File: src/rtl/dram_cls_pkg.sv
package dram_cls_pkg;
  // Strobe indices inside the tracked vector
  localparam int NSTRB    = 3;
  localparam int STRB_RAS = 0;
  localparam int STRB_CAS = 1;
  localparam int STRB_WE  = 2;

  // Interval timers
  localparam int NTMR     = 4;
  localparam int TMR_RAS  = 0;  // since row fall
  localparam int TMR_CAS  = 1;  // since column fall
  localparam int TMR_COL  = 2;  // since column address event or row fall
  localparam int TMR_CASP = 3;  // since column rise (precharge)

  // Classes, one bit each in the reported type
  localparam int NCLS        = 7;
  localparam int CLS_RASONLY = 0;
  localparam int CLS_CBR     = 1;
  localparam int CLS_READ    = 2;
  localparam int CLS_EWR     = 3;
  localparam int CLS_RMW     = 4;
  localparam int CLS_PAGE    = 5;
  localparam int CLS_SELF    = 6;

  typedef enum logic [1:0] {
    MODE_IDLE = 2'd0,
    MODE_NORM = 2'd1,
    MODE_CBR  = 2'd2
  } cyc_mode_e;

  typedef enum logic [1:0] {
    ACC_READ = 2'd0,
    ACC_EWR  = 2'd1,
    ACC_RMW  = 2'd2,
    ACC_AMB  = 2'd3
  } acc_kind_e;

  typedef struct packed {
    logic fall;
    logic rise;
  } edge_t;
endpackage

File: src/rtl/dram_strobe_track.sv
module dram_strobe_track
  import dram_cls_pkg::*;
#(
  parameter int CW = 16
) (
  input  logic                      clk,
  input  logic                      rst_n,
  input  logic [NSTRB-1:0]          strb_n,
  input  logic                      col_evt,
  output edge_t [NSTRB-1:0]         edg,
  output logic [NTMR-1:0][CW-1:0]   tmr
);
  localparam logic [CW-1:0] TMAX = '1;
  localparam logic [CW-1:0] TONE = CW'(1);

  logic [NSTRB-1:0] prev_q;
  logic [NTMR-1:0]  start;

  always_ff @(posedge clk or negedge rst_n) begin
    if (!rst_n) prev_q <= '1;
    else        prev_q <= strb_n;
  end

  for (genvar g = 0; g < NSTRB; g++) begin : g_edge
    assign edg[g].fall = prev_q[g] & ~strb_n[g];
    assign edg[g].rise = ~prev_q[g] & strb_n[g];
  end

  assign start[TMR_RAS]  = edg[STRB_RAS].fall;
  assign start[TMR_CAS]  = edg[STRB_CAS].fall;
  assign start[TMR_COL]  = edg[STRB_RAS].fall | col_evt;
  assign start[TMR_CASP] = edg[STRB_CAS].rise;

  // Saturating tick counters; reset value means "long ago"
  for (genvar t = 0; t < NTMR; t++) begin : g_tmr
    always_ff @(posedge clk or negedge rst_n) begin
      if (!rst_n)              tmr[t] <= TMAX;
      else if (start[t])       tmr[t] <= TONE;
      else if (tmr[t] != TMAX) tmr[t] <= tmr[t] + TONE;
    end
  end
endmodule

File: src/rtl/dram_cycle_fsm.sv
module dram_cycle_fsm
  import dram_cls_pkg::*;
#(
  parameter int CW          = 16,
  parameter int RAS_WE_MIN  = 7,
  parameter int CAS_WE_MIN  = 3,
  parameter int COL_WE_MIN  = 4,
  parameter int RAS_LOW_MIN = 5,
  parameter int CAS_PRE_MIN = 2,
  parameter int CBR_MAX     = 1000,
  parameter int SELF_MIN    = 10000
) (
  input  logic                    clk,
  input  logic                    rst_n,
  input  logic                    ras_n,
  input  logic                    cas_n,
  input  logic                    we_n,
  input  edge_t [NSTRB-1:0]       edg,
  input  logic [NTMR-1:0][CW-1:0] tmr,
  output logic                    arm_nxt,
  output logic                    cyc_valid,
  output logic [NCLS-1:0]         cyc_type,
  output logic                    cyc_ambig,
  output logic                    timing_viol
);
  localparam logic [CW-1:0] RWD_T  = CW'(RAS_WE_MIN);
  localparam logic [CW-1:0] CWD_T  = CW'(CAS_WE_MIN);
  localparam logic [CW-1:0] AWD_T  = CW'(COL_WE_MIN);
  localparam logic [CW-1:0] RLOW_T = CW'(RAS_LOW_MIN);
  localparam logic [CW-1:0] CPRE_T = CW'(CAS_PRE_MIN);
  localparam logic [CW-1:0] CBR_T  = CW'(CBR_MAX);
  localparam logic [CW-1:0] SELF_T = CW'(SELF_MIN);

  cyc_mode_e mode_q, mode_d;
  acc_kind_e kind_q, kind_d;
  logic cas_seen_q, cas_seen_d;
  logic open_q, open_d;
  logic first_q, first_d;
  logic self_q, self_d;
  logic arm_q;
  logic emit, amb, viol;
  logic [NCLS-1:0] typ;

  always_comb begin
    mode_d     = mode_q;
    kind_d     = kind_q;
    cas_seen_d = cas_seen_q;
    open_d     = open_q;
    first_d    = first_q;
    self_d     = self_q;
    arm_nxt    = arm_q;
    emit       = 1'b0;
    amb        = 1'b0;
    viol       = 1'b0;
    typ        = '0;

    // Close an open column access: column rise, or hidden refresh row fall
    if (open_q && (edg[STRB_CAS].rise || (edg[STRB_RAS].fall && !cas_n))) begin
      emit   = 1'b1;
      open_d = 1'b0;
      if (kind_q == ACC_AMB) amb = 1'b1;
      else if (!first_q)     typ[CLS_PAGE] = 1'b1;
      else begin
        case (kind_q)
          ACC_EWR: typ[CLS_EWR]  = 1'b1;
          ACC_RMW: typ[CLS_RMW]  = 1'b1;
          default: typ[CLS_READ] = 1'b1;
        endcase
      end
    end

    // Row fall: choose refresh-by-column-first or normal row cycle
    if (edg[STRB_RAS].fall) begin
      cas_seen_d = 1'b0;
      self_d     = 1'b0;
      mode_d     = (!cas_n && !edg[STRB_CAS].fall) ? MODE_CBR : MODE_NORM;
    end

    // Write strobe rising ends any drive
    if (edg[STRB_WE].rise) arm_nxt = 1'b0;

    // Column fall inside a normal row cycle opens an access
    if (edg[STRB_CAS].fall && !ras_n && mode_d == MODE_NORM) begin
      if (cas_seen_d && tmr[TMR_CASP] < CPRE_T) viol = 1'b1;
      first_d    = !cas_seen_d;
      cas_seen_d = 1'b1;
      open_d     = 1'b1;
      kind_d     = we_n ? ACC_READ : ACC_EWR;
      arm_nxt    = we_n;
    end

    // Late write strobe fall inside an open read access
    if (edg[STRB_WE].fall && open_q && kind_q == ACC_READ && !cas_n &&
        !edg[STRB_CAS].fall && !edg[STRB_RAS].fall) begin
      if (tmr[TMR_RAS] >= RWD_T && tmr[TMR_CAS] >= CWD_T && tmr[TMR_COL] >= AWD_T)
        kind_d = ACC_RMW;
      else begin
        kind_d  = ACC_AMB;
        arm_nxt = 1'b0;
      end
    end

    // Both strobes high: cycle over, output released
    if (ras_n && cas_n) begin
      arm_nxt = 1'b0;
      mode_d  = MODE_IDLE;
    end

    // Row rise: low-time check and refresh reports
    if (edg[STRB_RAS].rise) begin
      if (tmr[TMR_RAS] < RLOW_T) viol = 1'b1;
      if (mode_q == MODE_NORM && !cas_seen_q) begin
        emit = 1'b1;
        typ[CLS_RASONLY] = 1'b1;
      end else if (mode_q == MODE_CBR && !self_q) begin
        emit = 1'b1;
        if (tmr[TMR_RAS] <= CBR_T) typ[CLS_CBR] = 1'b1;
        else                       amb = 1'b1;
      end
    end

    // Self refresh entry while both strobes stay low
    if (mode_q == MODE_CBR && !ras_n && !cas_n && !self_q && tmr[TMR_RAS] >= SELF_T) begin
      emit   = 1'b1;
      self_d = 1'b1;
      typ[CLS_SELF] = 1'b1;
    end
  end

  always_ff @(posedge clk or negedge rst_n) begin
    if (!rst_n) begin
      mode_q      <= MODE_IDLE;
      kind_q      <= ACC_READ;
      cas_seen_q  <= 1'b0;
      open_q      <= 1'b0;
      first_q     <= 1'b0;
      self_q      <= 1'b0;
      arm_q       <= 1'b0;
      cyc_valid   <= 1'b0;
      cyc_type    <= '0;
      cyc_ambig   <= 1'b0;
      timing_viol <= 1'b0;
    end else begin
      mode_q      <= mode_d;
      kind_q      <= kind_d;
      cas_seen_q  <= cas_seen_d;
      open_q      <= open_d;
      first_q     <= first_d;
      self_q      <= self_d;
      arm_q       <= arm_nxt;
      cyc_valid   <= emit;
      cyc_type    <= typ;
      cyc_ambig   <= amb;
      timing_viol <= viol;
    end
  end

  // a definite report names exactly one class
  p_type_onehot_r1: assert property (@(posedge clk) disable iff (!rst_n)
    (cyc_valid && !cyc_ambig) |-> ($countones(cyc_type) == 1));

  // a row-only report follows a row rise seen by the tracker
  p_rasonly_edge_r2: assert property (@(posedge clk) disable iff (!rst_n)
    (cyc_valid && cyc_type[CLS_RASONLY]) |-> $past(edg[STRB_RAS].rise));

  // an indeterminate report carries no class bit
  p_ambig_clean_r6: assert property (@(posedge clk) disable iff (!rst_n)
    cyc_ambig |-> (cyc_valid && cyc_type == '0));

  // self refresh entry is reported once per low period
  p_self_once_r9: assert property (@(posedge clk) disable iff (!rst_n)
    (cyc_valid && cyc_type[CLS_SELF]) |=> !(cyc_valid && cyc_type[CLS_SELF]));

  // violations only follow a row rise or a column fall
  p_viol_cause_r10: assert property (@(posedge clk) disable iff (!rst_n)
    timing_viol |-> $past(edg[STRB_RAS].rise || edg[STRB_CAS].fall));
endmodule

File: src/rtl/dram_dq_oe_ctl.sv
module dram_dq_oe_ctl #(
  parameter int OFF_DLY = 2
) (
  input  logic clk,
  input  logic rst_n,
  input  logic arm_i,
  input  logic oe_n,
  output logic dq_oe
);
  localparam int OW = (OFF_DLY < 2) ? 1 : $clog2(OFF_DLY);
  localparam logic [OW-1:0] LAST = OW'(OFF_DLY - 1);

  logic          req;
  logic [OW-1:0] cnt_q;

  assign req = arm_i & ~oe_n;

  always_ff @(posedge clk or negedge rst_n) begin
    if (!rst_n) begin
      dq_oe <= 1'b0;
      cnt_q <= '0;
    end else if (req) begin
      dq_oe <= 1'b1;
      cnt_q <= '0;
    end else if (dq_oe) begin
      if (cnt_q == LAST) begin
        dq_oe <= 1'b0;
        cnt_q <= '0;
      end else begin
        cnt_q <= cnt_q + OW'(1);
      end
    end
  end

  // drive only starts after an armed request with output enable low
  p_on_cause_r3: assert property (@(posedge clk) disable iff (!rst_n)
    $rose(dq_oe) |-> $past(arm_i && !oe_n));

  // the turn-off counter never passes the delay
  p_cnt_bound_r8: assert property (@(posedge clk) disable iff (!rst_n)
    cnt_q <= LAST);

  // while idle, the counter rests at zero
  p_idle_cnt_r8: assert property (@(posedge clk) disable iff (!rst_n)
    !dq_oe |-> (cnt_q == '0));
endmodule

File: src/rtl/dram_cycle_classifier.sv
module dram_cycle_classifier
  import dram_cls_pkg::*;
#(
  parameter int RAS_WE_MIN  = 7,
  parameter int CAS_WE_MIN  = 3,
  parameter int COL_WE_MIN  = 4,
  parameter int RAS_LOW_MIN = 5,
  parameter int CAS_PRE_MIN = 2,
  parameter int CBR_MAX     = 1000,
  parameter int SELF_MIN    = 10000,
  parameter int OFF_DLY     = 2
) (
  input  logic            clk,
  input  logic            rst_n,
  input  logic            ras_n,
  input  logic            cas_n,
  input  logic            we_n,
  input  logic            oe_n,
  input  logic            col_evt,
  output logic            cyc_valid,
  output logic [NCLS-1:0] cyc_type,
  output logic            cyc_ambig,
  output logic            dq_oe,
  output logic            timing_viol
);
  localparam int CW = $clog2(SELF_MIN + 2) + 1;

  edge_t [NSTRB-1:0]       edg;
  logic [NTMR-1:0][CW-1:0] tmr;
  logic [NSTRB-1:0]        strb_n;
  logic                    arm_nxt;

  assign strb_n[STRB_RAS] = ras_n;
  assign strb_n[STRB_CAS] = cas_n;
  assign strb_n[STRB_WE]  = we_n;

  dram_strobe_track #(.CW(CW)) u_track (
    .clk     (clk),
    .rst_n   (rst_n),
    .strb_n  (strb_n),
    .col_evt (col_evt),
    .edg     (edg),
    .tmr     (tmr)
  );

  dram_cycle_fsm #(
    .CW          (CW),
    .RAS_WE_MIN  (RAS_WE_MIN),
    .CAS_WE_MIN  (CAS_WE_MIN),
    .COL_WE_MIN  (COL_WE_MIN),
    .RAS_LOW_MIN (RAS_LOW_MIN),
    .CAS_PRE_MIN (CAS_PRE_MIN),
    .CBR_MAX     (CBR_MAX),
    .SELF_MIN    (SELF_MIN)
  ) u_fsm (
    .clk         (clk),
    .rst_n       (rst_n),
    .ras_n       (ras_n),
    .cas_n       (cas_n),
    .we_n        (we_n),
    .edg         (edg),
    .tmr         (tmr),
    .arm_nxt     (arm_nxt),
    .cyc_valid   (cyc_valid),
    .cyc_type    (cyc_type),
    .cyc_ambig   (cyc_ambig),
    .timing_viol (timing_viol)
  );

  dram_dq_oe_ctl #(.OFF_DLY(OFF_DLY)) u_dq (
    .clk   (clk),
    .rst_n (rst_n),
    .arm_i (arm_nxt),
    .oe_n  (oe_n),
    .dq_oe (dq_oe)
  );

  // an early write access is never reported while data is being driven
  p_ewr_quiet_r4: assert property (@(posedge clk) disable iff (!rst_n)
    (cyc_valid && cyc_type[CLS_EWR]) |-> !dq_oe);
endmodule

File: config.mk
export PLATFORM = sky130hd
export DESIGN_NAME = dram_cycle_classifier
export DESIGN_NICKNAME = d
export VERILOG_FILES = /design/src/rtl/dram_cls_pkg.sv /design/src/rtl/dram_strobe_track.sv /design/src/rtl/dram_cycle_fsm.sv /design/src/rtl/dram_dq_oe_ctl.sv /design/src/rtl/dram_cycle_classifier.sv
export SDC_FILE = /design/constraint.sdc
export NUM_CORES = 1
export LEC_CHECK = 0
export BUFFER_PORTS_ARGS = -buffer_cell sky130_fd_sc_hd__buf_2
export CAP_MARGIN = 5
export CORE_MARGIN = 10
export CORE_UTILIZATION = 45
export DETAILED_ROUTE_END_ITERATION = 6
export GPL_TIMING_DRIVEN = 1
export PLACE_DENSITY = 0.71
export SYNTH_ARGS = -nofsm -noshare
export SYNTH_HDL_FRONTEND = slang
export SYNTH_SLANG_ARGS = --single-unit
File: constraint.sdc
create_clock -name clk -period 2.2 [get_ports clk]
set_clock_uncertainty 0.15 [all_clocks]
set_input_delay 0.11 -clock clk [delete_from_list [all_inputs] [get_ports clk]]
set_output_delay 0.11 -clock clk [all_outputs]
set_load 0.05 [all_outputs]
==> results of run 1 <==
[cell type report]
type | count | area share [%]
Clock buffer | 15 | 3.372
Clock inverter | 1 | 0.1521
Inverter | 15 | 1.141
Multi-Input combinational cell | 336 | 42.55
Sequential cell | 84 | 44.19
Tap cell | 129 | 3.271
Timing Repair Buffer | 35 | 5.325
[layout by cell type (no fill, tap or decap), types with 3 or more instances in the layout]
cell,netlist,layout
nand4_1,18,18
and3_1,9,9
nor2_1,61,61
dfrtp_1,21,21
a211oi_1,5,5
xnor2_1,29,29
nand3_1,20,19
buf_4,1,11
nand2_1,37,37
nor4_1,14,14
nor3_2,6,5
buf_2,1,16
a21oi_1,27,27
inv_1,15,15
nor2b_1,4,4
o311ai_1,3,3
o21ai_0,11,11
xor2_1,13,13
mux2i_1,3,3
dfstp_2,63,63
nand2b_1,6,6
a31oi_1,7,7
clkbuf_1,9,4
and2_1,4,4
dlygate4sd3_1,0,6
nor3_1,9,9
o21ai_1,3,3
clkbuf_8,0,11
and4_1,3,3
ha_1,10,10
[stage by stage]
step	worst slack (ps)	util, %
2_1_floorplan	265.3	-
3_3_place_gp	221.5	49.83
3_5_place_dp	170.7	49.83
4_1_cts	156.8	52.32
5_1_grt	37.12	52.66
6_report	191.2	52.66
[logic make-up after synthesis]
kind of cell,Yosys count
xor+xnor,42
flops,84
buf+inv,27
simple gates,212
fa+ha+maj,10
mux,4
compound gates,68
[power by group through the flow]
| stage | registers, W | clock network (W) | logic (W) |
|---|---|---|---|
| 2_1_floorplan | 0.00196 | 0 | 0.000410 |
| 3_3_place_gp | 0.00196 | 0 | 0.000584 |
| 3_5_place_dp | 0.00197 | 0 | 0.000604 |
| 4_1_cts | 0.00194 | 0.00102 | 0.000615 |
| 5_1_grt | 0.00198 | 0.00108 | 0.000681 |
| 6_report | 0.00195 | 0.000979 | 0.000608 |
[repair_timing]
item                                   in CTS  in global routing
gates resized for setup                     0                  2
hold buffers                                6                  0
setup endpoints to repair                   0                  3
endpoints found under the hold margin      55                  0
buffers inserted                            0                  1
[worst reg2reg max path, stage by stage, from the launching register on]
cell	delay, ps
dfstp_2	580
ha_1	300
nand4_1	190
nor3_4	230
buf_12	150
nand4_1	100
xor2_1	150
nor2_1	100
[metal layers]
layer / vias up / wire [um] / track usage [%]
li1: 1645 / - / -
met1: 1595 / 4036 / 15.90
met2: 52 / 4090 / 19.85
met3: 9 / 225 / 2.665
met4: 0 / 104 / 4.733
met5: - / 0 / 0
[state kept, by name, indices dropped and copies added, names as in the netlist]
signal and cells:
u_fsm.arm_q 1, u_fsm.first_q 1, u_fsm.cyc_ambig 1, u_fsm.self_q 1
u_dq.dq_oe 1, u_fsm.cyc_type 7, u_fsm.timing_viol 1, u_track.tmr 60
u_fsm.kind_q 2, u_track.prev_q 3, u_fsm.mode_q 2, u_dq.cnt_q 1
u_fsm.cyc_valid 1, u_fsm.cas_seen_q 1, u_fsm.open_q 1
[synthesized netlist by cell type, types with 2 or more instances]
library cell / n
a31oi_1: 7
dfrtp_1: 21
nor4_2: 2
nor3_2: 6
nor2_1: 61
a21o_1: 2
xnor2_1: 29
a21oi_1: 27
or3_1: 2
ha_1: 10
and4_1: 3
xor2_1: 13
o311ai_1: 3
and3_1: 9
clkbuf_1: 9
mux2i_1: 3
nor3_1: 9
nand3_1: 20
nor4_1: 14
nand2b_1: 6
o21ai_0: 11
nand4b_1: 2
dfstp_2: 63
nand4_1: 18
a22o_1: 2
nor3b_1: 2
nand2_1: 37
o21ai_1: 3
nand3b_1: 2
inv_1: 15
and2_1: 4
a211oi_1: 5
nor2b_1: 4
[path summary, 6_finish.rpt]
check | from | end | cells past startpoint
worst max-delay path | u_track.tmr[15] | u_track.tmr[27] | 7
worst min-delay path | rst_n | u_fsm.cyc_type[0] | 2
worst max register to register | u_track.tmr[15] | u_track.tmr[27] | 7
worst min register to register | u_fsm.cas_seen_q | u_fsm.cyc_type[0] | 1
max in group asynchronous | rst_n | u_track.tmr[15] | 3
min in group clk | we_n | u_track.prev_q[2] | 2
==> metrics.txt, run 1 <==
status=completed; Unique masters post-synth=56; Routed WL per cell=13.75 um; TritonCTS buffer count=9; crit-path max cell delay=580 ps; synthesized area=0.004383 mm^2; achievable frequency=497.8 MHz; CP Launch Type=register; Residual DRC=0; latest clock arrival within the worst-skew pair=350 ps; Synth Area in Compound Gates=9.563%; CTS H-tree lvls=3; row cnt=35; clock buffer depth=2; top-area cell type share of the netlist area=37.77%; grt ovf=0; FF+latch area=0.002181 mm^2; Worst EP arrival=2140 ps; layout cells sized above 1=25.31%; vias in the first global route=3207; Slew Viols, Final=0; Hold Vio Cnt, Final=0; IO buf count=17; Yosys warning count=0; ANT cells=0; multiplexer share of the synthesized area=0.9420%; crit path max fanout=10; mean post-synth cell area=9.805 um^2; ys flop type=dfstp_2; dpl cell area=0.004669 mm^2; fillers=886; Initial DRC Count=161; Post-Synth Adder-Cell Area=2.855%; R2R setup slack=190 ps; height of the chip=118.7 um; I/O pin cnt=18; Max VDD drop=0.4934 mV; Critical Path End Type=register; combinational power share=17.2%; Worst Tran Pin Value=475.4 ps; number of cells produced by synthesis=447; largest family of logic cells by synthesized area=simple AND/OR/NAND/NOR gates; Crit-path slowest cell=dfstp_2; Final Cycle Share=91.31%; sequential-to-total area share from yosys stat=49.76%; Vias/cell=5.367; non-filler cells, final=615; hpwl dp=6152 um; number of synthesized flops with an enable pin=0; CTS tree=yes; clock slew seen by the registers of the worst setup and hold paths=80 ps; Top delay family on crit path=simple AND/OR/NAND/NOR gates; overall routing resource usage=12.36%; RSZ-0062 raised after global routing=no; XOR/XNOR share of the synthesized area=8.393%; Initial Util=46.77%; Vias=3301; CP bufs+invs=1; die area=0.01409 mm^2; minimum clock period=2009 ps; max-capacitance violation count=0; TNS Setup=0 ps; register share of total power=55.1%; CP most frequent cell=nand4_1; final WL=8458 um; Yosys top cell by area=dfstp_2; largest net degree at the start of global routing=52; Sw Ratio=29.35%; Post-Synth Simple-Gate Area=25.89%; Net Sw Power=0.001038 W; slew margin rel.=68.30%; Synth area leaders=dfstp_2 (38%), dfrtp_1 (12%), xnor2_1 (5.8%); Power Density=716.3 mW/mm^2; first-pass GRT wire length=14810 um; WP data required=2330 ps; Internal Power=0.002497 W; initial antenna violation count=0; die width=118.7 um; core box area=0.009371 mm^2; Syn Nets=464; Pwr Total=0.003535 W; area of the multi-input gates=0.002100 mm^2; Hold WC Path Type=input port to async pin; worst hold slack=96.82 ps; Placer Congestion=0.8855; Final nets=498; root buf cell=clkbuf_8; Clk pwr share=27.7%; Setup CP Type=register to register; CP cell instances=ha_1 > nand4_1 > nor3_4 > buf_12 > nand4_1 > xor2_1 > nor2_1; leakage=1.952 nW; # setup viols final=0; DRT antenna net count=0; Placed Cells=592; Post-synth ARST share=100.0%; first-pass iteration count of the detailed router=4; register bit total from synthesis=84; Sinks on Clock Net=84; final instance area=0.004935 mm^2; Layout area overhead=12.59%
Power figures use the tool's default switching activity.
==> run 2, diff against run 1 <==
Settings changed: CELL_PAD_IN_SITES_DETAIL_PLACEMENT set to 2, CELL_PAD_IN_SITES_GLOBAL_PLACEMENT set to 2, CORE_UTILIZATION 45 to 40, PLACE_DENSITY 0.71 to 0.89.
==> metrics.txt, run 2 (synthesized netlist as in run 1, its figures left out) <==
Vias/cell=5.728; Hold WC Path Type=input port to async pin; initial antenna violation count=0; vias in the first global route=4056; Placed Cells=604; Crit-path slowest cell=dfstp_2; first-pass GRT wire length=22500 um; Vias=3603; WP data required=2260 ps; crit-path max cell delay=600 ps; grt ovf=0; # setup viols final=0; DRT antenna net count=0; TNS Setup=0 ps; row cnt=38; Placer Congestion=0.8224; clock buffer depth=2; max-capacitance violation count=0; final WL=13500 um; root buf cell=clkbuf_8; crit path from=u_track.prev_q[0]; IO buf count=17; die width=124.7 um; Worst Tran Pin Value=593.1 ps; Final nets=501; Initial DRC Count=138; achievable frequency=460.0 MHz; number of flip-flops in the largest register=60; slew margin rel.=60.46%; non-filler cells, final=629; Worst R2R Start=u_track.prev_q[0]; Residual DRC=0; crit path max fanout=8; Max VDD drop=0.3543 mV; Final Cycle Share=98.81%; height of the chip=124.7 um; most frequent cells in the layout=dfstp_2 (63), nor2_1 (61), nand2_1 (36); Routed WL per cell=21.46 um; Sinks on Clock Net=84; CP cell instances=or2b_2 > o21ai_1 > nand2_1 > nor4b_1; Top reg by flops=u_track.tmr; latest clock arrival within the worst-skew pair=360 ps; Power Density=769.2 mW/mm^2; I/O pin cnt=18; status=completed; overall routing resource usage=17.43%; Setup CP Type=register to register; layout cells sized above 1=27.40%; RSZ-0062 raised after global routing=no; minimum clock period=2174 ps; Critical Path End Type=register; CP Launch Type=register; Initial Util=40.61%; first-pass iteration count of the detailed router=4; leakage=1.965 nW; top flop regs=u_track.tmr x60, u_fsm.cyc_type x7, u_track.prev_q x3; largest net degree at the start of global routing=37; CTS H-tree lvls=3; die area=0.01554 mm^2; ANT cells=0; Layout area overhead=14.27%; Worst EP arrival=2230 ps; most common cell after layout, fill and taps aside=dfstp_2; TritonCTS buffer count=9; Layout Utilization=46.41%; clock slew seen by the registers of the worst setup and hold paths=80 ps; core box area=0.01079 mm^2; hpwl dp=8619 um; Hold Vio Cnt, Final=0; Slew Viols, Final=0; CTS tree=yes
==> run 2: path summary, 6_finish.rpt <==
check	cells past startpoint	slack [ps]	end
max in group asynchronous	3	1130	u_track.prev_q[0]
worst min-delay path	2	50	u_fsm.cyc_type[6]
worst max-delay path	4	30	u_fsm.cyc_type[2]
worst min register to register	1	320	u_fsm.cyc_type[0]
worst max register to register	4	30	u_fsm.cyc_type[2]
min in group clk	2	290	u_track.prev_q[2]
==> run 2: layout make-up <==
type,count,area (um^2)
Clock buffer,12,155.1
Tap cell,140,175.2
Fill cell,1155,5784
Timing Repair Buffer,38,272.8
Sequential cell,84,2181
Inverter,15,56.30
Clock inverter,4,47.55
Multi-Input combinational cell,336,2121
==> run 2: repair_timing <==
item / in CTS / in global routing
hold endpoints to repair: 49 / 0
endpoints found under the setup margin: 2 / 18
hold buffers: 6 / 0
resized for setup: 0 / 7
pin swaps: 1 / 0
setup buffers: 3 / 0
==> run 2: per-stage QoR <==
step	hold slack, ps	area [um^2]	setup slack, ps	power, W
2_1_floorplan	-335.6	4383	265.3	0.002372
5_1_grt	77.52	5009	19.94	0.004052
6_report	53.45	5009	26.20	0.003852
3_3_place_gp	-108.9	4691	197.7	0.002558
4_1_cts	55.24	4976	48.32	0.003850
3_5_place_dp	-106.6	4691	4.738	0.002622
==> run 2: per-layer routing <==
layer | vias up | part of all wire, % | global-route usage (%)
met4 | 0 | 0.91 | 3.221
li1 | 1646 | - | -
met2 | 49 | 55 | 31.51
met1 | 1896 | 42 | 20.98
met3 | 12 | 2.0 | 3.362
met5 | - | 0 | 0
==> run 2: critical path, delay by kind of cell, from the launching register on <==
kind / cells / cell delay [ps]
compound gates: 1 / 260
flops: 1 / 600
simple gates: 3 / 1020
==> run 2: where the power goes <==
group | total, W | leakage (nW) | switching (W) | internal, W
clock network | 0.00117 | 0.102 | 0.000585 | 0.000584
logic | 0.000701 | 0.930 | 0.000442 | 0.000260
registers | 0.00198 | 0.932 | 0.000208 | 0.00177
